--- config.mk ---
export PLATFORM = sky130hd
export DESIGN_NAME = mux_bus_cycle_gen
export DESIGN_NICKNAME = d
export VERILOG_FILES = /design/src/rtl/mbc_pkg.sv /design/src/rtl/mbc_tstate_seq.sv /design/src/rtl/mbc_req_hold.sv /design/src/rtl/mbc_pin_ctrl.sv /design/src/rtl/mux_bus_cycle_gen.sv
export SDC_FILE = /design/constraint.sdc
export NUM_CORES = 1
export LEC_CHECK = 0
export BUFFER_PORTS_ARGS = -buffer_cell sky130_fd_sc_hd__buf_2
export CAP_MARGIN = 20
export CORE_MARGIN = 5
export CORE_UTILIZATION = 44
export DETAILED_ROUTE_END_ITERATION = 7
export PLACE_DENSITY_LB_ADDON = 0.12
export RECOVER_POWER = 100
export SLEW_MARGIN = 25
export SYNTH_ARGS = -nofsm -noshare
export SYNTH_HDL_FRONTEND = slang
export SYNTH_SLANG_ARGS = --single-unit
export TNS_END_PERCENT = 100
--- constraint.sdc ---
create_clock -name clk -period 1.55 [get_ports clk]
set_clock_uncertainty 0.1 [all_clocks]
set_input_delay 0.155 -clock clk [delete_from_list [all_inputs] [get_ports clk]]
set_output_delay 0.155 -clock clk [all_outputs]
set_load 0.005 [all_outputs]
--- src/rtl/mbc_pkg.sv ---
`timescale 1ns/1ps
package mbc_pkg;
  typedef enum logic [1:0] {
    KIND_FETCH = 2'b00,
    KIND_READ  = 2'b01,
    KIND_WRITE = 2'b10,
    KIND_NONE  = 2'b11
  } cyc_kind_e;

  typedef enum logic [2:0] {
    TS_IDLE = 3'd0,
    TS_T1   = 3'd1,
    TS_T2   = 3'd2,
    TS_T3   = 3'd3,
    TS_T4   = 3'd4
  } tstate_e;
endpackage

--- src/rtl/mbc_tstate_seq.sv ---
`timescale 1ns/1ps
module mbc_tstate_seq
  import mbc_pkg::*;
(
  input  logic    clk,
  input  logic    rst_n,
  input  logic    start,
  input  logic    is_fetch,
  output tstate_e state,
  output logic    last
);
  tstate_e state_q, state_d;

  always_comb begin
    state_d = state_q;
    unique case (state_q)
      TS_IDLE: if (start) state_d = TS_T1;
      TS_T1:   state_d = TS_T2;
      TS_T2:   state_d = TS_T3;
      TS_T3:   state_d = is_fetch ? TS_T4 : TS_IDLE;
      TS_T4:   state_d = TS_IDLE;
      default: state_d = TS_IDLE;
    endcase
  end

  always_ff @(posedge clk or negedge rst_n) begin
    if (!rst_n) state_q <= TS_IDLE;
    else        state_q <= state_d;
  end

  assign state = state_q;
  assign last  = (state_q == TS_T4) || ((state_q == TS_T3) && !is_fetch);
endmodule

--- src/rtl/mbc_req_hold.sv ---
`timescale 1ns/1ps
module mbc_req_hold
  import mbc_pkg::*;
#(
  parameter int ADDR_W = 16,
  parameter int DATA_W = 8
) (
  input  logic              clk,
  input  logic              rst_n,
  input  logic              load_en,
  input  cyc_kind_e         kind_in,
  input  logic [ADDR_W-1:0] addr_in,
  input  logic [DATA_W-1:0] wdata_in,
  input  logic              cap_en,
  input  logic [DATA_W-1:0] bus_in,
  output cyc_kind_e         kind_q,
  output logic [ADDR_W-1:0] addr_q,
  output logic [DATA_W-1:0] wdata_q,
  output logic [DATA_W-1:0] rdata_q
);
  always_ff @(posedge clk or negedge rst_n) begin
    if (!rst_n) begin
      kind_q  <= KIND_FETCH;
      addr_q  <= '0;
      wdata_q <= '0;
    end else if (load_en) begin
      kind_q  <= kind_in;
      addr_q  <= addr_in;
      wdata_q <= wdata_in;
    end
  end

  always_ff @(posedge clk or negedge rst_n) begin
    if (!rst_n)      rdata_q <= '0;
    else if (cap_en) rdata_q <= bus_in;
  end
endmodule

--- src/rtl/mbc_pin_ctrl.sv ---
`timescale 1ns/1ps
module mbc_pin_ctrl
  import mbc_pkg::*;
#(
  parameter int ADDR_W = 16,
  parameter int DATA_W = 8,
  localparam int HI_W  = ADDR_W - DATA_W
) (
  input  tstate_e           state,
  input  cyc_kind_e         kind,
  input  logic [ADDR_W-1:0] addr,
  input  logic [DATA_W-1:0] wdata,
  input  logic [DATA_W-1:0] rdata_q,
  input  logic [DATA_W-1:0] bus_in,
  input  logic              last,
  output logic [HI_W-1:0]   addr_hi,
  output logic [DATA_W-1:0] ad_out,
  output logic              ad_oe,
  output logic              ale,
  output logic              rd_n,
  output logic              wr_n,
  output logic              io_m,
  output logic              s1,
  output logic              s0,
  output logic              done,
  output logic [DATA_W-1:0] rdata
);
  logic active, strobe_win, is_wr;

  assign active     = (state != TS_IDLE);
  assign strobe_win = (state == TS_T2) || (state == TS_T3);
  assign is_wr      = (kind == KIND_WRITE);

  always_comb begin
    addr_hi = '0;
    io_m    = 1'b1;
    s1      = 1'b0;
    s0      = 1'b0;
    if (active) begin
      addr_hi = addr[ADDR_W-1:DATA_W];
      io_m    = 1'b0;
      s1      = (kind != KIND_WRITE);
      s0      = (kind != KIND_READ);
    end
  end

  always_comb begin
    ale    = (state == TS_T1);
    ad_oe  = (state == TS_T1) || (strobe_win && is_wr);
    ad_out = '0;
    if (state == TS_T1)         ad_out = addr[DATA_W-1:0];
    else if (strobe_win && is_wr) ad_out = wdata;
    rd_n   = !(strobe_win && !is_wr);
    wr_n   = !(strobe_win && is_wr);
    done   = active && last;
    rdata  = ((state == TS_T3) && (kind == KIND_READ)) ? bus_in : rdata_q;
  end
endmodule

--- src/rtl/mux_bus_cycle_gen.sv ---
`timescale 1ns/1ps
module mux_bus_cycle_gen
  import mbc_pkg::*;
#(
  parameter int ADDR_W = 16,
  parameter int DATA_W = 8,
  localparam int HI_W  = ADDR_W - DATA_W
) (
  input  logic              clk,
  input  logic              rst_n,
  input  logic              req_valid,
  input  logic [1:0]        req_kind,
  input  logic [ADDR_W-1:0] req_addr,
  input  logic [DATA_W-1:0] req_wdata,
  output logic              busy,
  output logic              done,
  output logic [DATA_W-1:0] rdata,
  output logic [HI_W-1:0]   addr_hi,
  output logic [DATA_W-1:0] ad_out,
  output logic              ad_oe,
  input  logic [DATA_W-1:0] ad_in,
  output logic              ale,
  output logic              rd_n,
  output logic              wr_n,
  output logic              io_m,
  output logic              s1,
  output logic              s0
);
  tstate_e           state;
  cyc_kind_e         kind_in, kind_q;
  logic              start, last, cap_en;
  logic [ADDR_W-1:0] addr_q;
  logic [DATA_W-1:0] wdata_q, rdata_q;

  assign kind_in = cyc_kind_e'(req_kind);
  assign start   = req_valid && (state == TS_IDLE) && (kind_in != KIND_NONE);
  assign cap_en  = (state == TS_T3) && (kind_q != KIND_WRITE);
  assign busy    = (state != TS_IDLE);

  mbc_tstate_seq u_seq (
    .clk      (clk),
    .rst_n    (rst_n),
    .start    (start),
    .is_fetch (kind_q == KIND_FETCH),
    .state    (state),
    .last     (last)
  );

  mbc_req_hold #(.ADDR_W(ADDR_W), .DATA_W(DATA_W)) u_hold (
    .clk      (clk),
    .rst_n    (rst_n),
    .load_en  (start),
    .kind_in  (kind_in),
    .addr_in  (req_addr),
    .wdata_in (req_wdata),
    .cap_en   (cap_en),
    .bus_in   (ad_in),
    .kind_q   (kind_q),
    .addr_q   (addr_q),
    .wdata_q  (wdata_q),
    .rdata_q  (rdata_q)
  );

  mbc_pin_ctrl #(.ADDR_W(ADDR_W), .DATA_W(DATA_W)) u_pins (
    .state   (state),
    .kind    (kind_q),
    .addr    (addr_q),
    .wdata   (wdata_q),
    .rdata_q (rdata_q),
    .bus_in  (ad_in),
    .last    (last),
    .addr_hi (addr_hi),
    .ad_out  (ad_out),
    .ad_oe   (ad_oe),
    .ale     (ale),
    .rd_n    (rd_n),
    .wr_n    (wr_n),
    .io_m    (io_m),
    .s1      (s1),
    .s0      (s0),
    .done    (done),
    .rdata   (rdata)
  );
endmodule

==> metrics <==
non-filler cells, final 304; Tmin final 1950 ps; failing checks negative setup slack; Die Ht ~75 µm; dpl cells ~260; CP startpoint kind flip-flop; num rows 23; GR Overflow Total 0; DRT antenna net count 0; Routed wire per std cell about 17 µm; Crit. End Element output pin; WL final 5030 µm; top layer in use met4; CTS Buffer Depth 2; Clock Sinks 37; Setup Slack @ Placement -92.1 ps; outcome finished, violations left; Pint 4.27 mW; Die Width 74.6 µm; later-pin clock latency in the skew report 290 ps; Final Cycle Share 126%; fin. max-slew vios 0; DP Wirelength 3160 µm; Achievable Freq 513 MHz; Syn Nets 163; cell area after synthesis around 0.0018 mm²; crit path max fanout 5; Hold Fails Final Rpt 0; layout cells sized above 1 65.0%; via-per-instance ratio 5.02; WL met1 1960 µm; Worst EP required around 1300 ps; Post-synth EDFFs 0; register share of total power 28.8%; maximum vdd drop between 1000 and 1500 µV; met2 WL post-DR 2720 µm; antenna diode instance count 0; register bit total from synthesis 37; largest net degree at the start of global routing 22; HP Class input port to flip-flop; worst setup slack after layout -401 ps; power density of the placed cells about 2000 mW/mm²; synthesized instance count 126; first-pass GRT wire length around 8000 µm; GR Util All Layers between 10% and 20%; total number of H-tree levels 2; IO buf count 69; Max Cap Violations 0; # nets final ~290; RSZ-0062 raised after global routing yes; drt drc 0; max_slew headroom 36.9%; cells along the critical path buf_6, nor3_4, buf_6, clkinvlp_4, and2_4, buf_2; worst slew pin tran 947 ps; FFs w/ async S/R, synth 100%; CTS buffer count 5; P&R area growth vs syn 68.3%; number of global-route vias before repair 1,678; Ys Warns 0; wire length on met3 262 µm; critical path class flip-flop to output pin; Core Footprint just over 0.004 mm²; Clock power frac 10.9%; slowest stage delay, CP 440 ps; TritonCTS clock tree yes; Worst-path clk slew about 80 ps; post-synth cell types 28; clk root buf clkbuf_8; Net Sw Frac 31.8%; Starting Density between 40 and 50%; Initial DRC Count 38; Post-synth top flop dfrtp_1; Seq/Total Area, Yosys 50.5%; syn avg cell area 14.6 µm²; drt pass-1 iters 4; leak pwr 1.55 nW; Crit path top cell by count buf_6; Switch Pwr 1.99 mW; GPL Wtd Cong 0.813; initial antenna violation count 0; final setup fails 67; # IOs 70; Comb pwr share 60.2%; Worst Path Arrival ~1700 ps; area of the die 0.00556 mm²; Worst path slowest cell dfrtp_1; routed vias roughly 1,500
[final timing paths]
kind	slack (ps)	cells past startpoint	start	endpoint
setup / recovery	-400	6	u_seq.state[1]	addr_hi[0]
setup reg to reg	-300	7	u_seq.state[1]	u_hold.addr_q[12]
hold / removal	6	2	req_addr[10]	u_hold.addr_q[10]
max in group asynchronous	80	3	rst_n	u_seq.state[0]
hold reg to reg	410	1	u_hold.addr_q[14]	u_hold.addr_q[14]
min in group asynchronous	410	2	rst_n	u_hold.rdata_q[4]
[what timing repair did]
item | CTS | global route
hold buffers | 20 | 2
resized for setup | 50 | 11
pin swaps | 14 | 4
gates cloned | 4 | 0
endpoints found under the setup margin | 67 | 68
hold endpoints to repair | 35 | 2
setup buffers | 11 | 3
[critical path, delay by kind of cell (launching register included)]
kind | cells | cell delay (ps)
buffers and inverters | 4 | 570
DFF | 1 | 440
and+or+nand+nor | 2 | 380
[metal layers]
metal	global-route usage, %	vias up
met1	22.2	772
met2	35.0	41
met3	4.73	7
li1	-	707
met5	0	-
met4	5.93	0
[power by group through the flow]
stage               logic [mW]  registers [mW]  clock network [mW]
global placement          2.60            1.75                   0
finish                    3.77            1.80               0.684
floorplan                 1.62            1.69                   0
detailed placement        2.66            1.79                   0
global route              4.02            1.85               0.740
CTS                       3.62            1.78               0.697
[state kept, by name (all words and copies together), names as in the netlist]
register        flops
u_hold.addr_q      16
u_hold.kind_q       2
u_hold.wdata_q      8
u_seq.state         3
u_hold.rdata_q      8
[cells in the mapped netlist (2+ instances only)]
cell | n | area, µm²
dfrtp_1 | 37 | 926
buf_6 | 3 | 33.8
and2_1 | 8 | 50.1
nor2_1 | 5 | 18.8
a21oi_1 | 2 | 10.0
a22o_1 | 8 | 70.1
mux2_2 | 21 | 236
inv_1 | 4 | 15.0
mux2_4 | 19 | 285
[cell type report]
class / instances / area [µm²]
inverter: 4 / 18.8
multi-input combinational: 81 / 957
clock buffer: 7 / 86.3
tap: 50 / 62.6
sequential: 37 / 928
timing repair inverter: 1 / 7.51
fill: 276 / 941
timing repair buffer: 124 / 1030
[metrics by stage]
step / TNS, ps / utilization, % / total power [mW] / cell area, µm² / hold WS, ps
2_1_floorplan: -2230 / - / 3.32 / 1830 / -241
3_3_place_gp: -1290 / 59.2 / 4.35 / 2390 / 1.28
3_5_place_dp: -1960 / 59.2 / 4.45 / 2390 / 3.71
4_1_cts: -16500 / 74.9 / 6.10 / 3020 / 0.541
5_1_grt: -26700 / 76.6 / 6.61 / 3090 / 2.29
6_report: -19100 / 76.6 / 6.25 / 3090 / 5.71
[cells by family after synthesis]
| family | Yosys count | share of synthesized area (%) |
|---|---|---|
| mux | 40 | 28.4 |
| buf+inv | 8 | 3.07 |
| compound gates | 13 | 5.73 |
| flops | 37 | 50.5 |
| xor+xnor | 1 | 0.478 |
| simple gates | 27 | 11.8 |
[cells in the final DEF (no fill, tap or decap), types with 5 or more instances in the layout]
cell type,synthesis,routed
dfrtp_1,37,35
mux2_4,19,35
clkbuf_8,0,6
buf_2,0,57
a22o_1,8,8
mux2_2,21,5
and2_1,8,6
buf_4,1,12
buf_6,3,26
dlygate4sd3_1,0,22
Power figures use the tool's default switching activity.
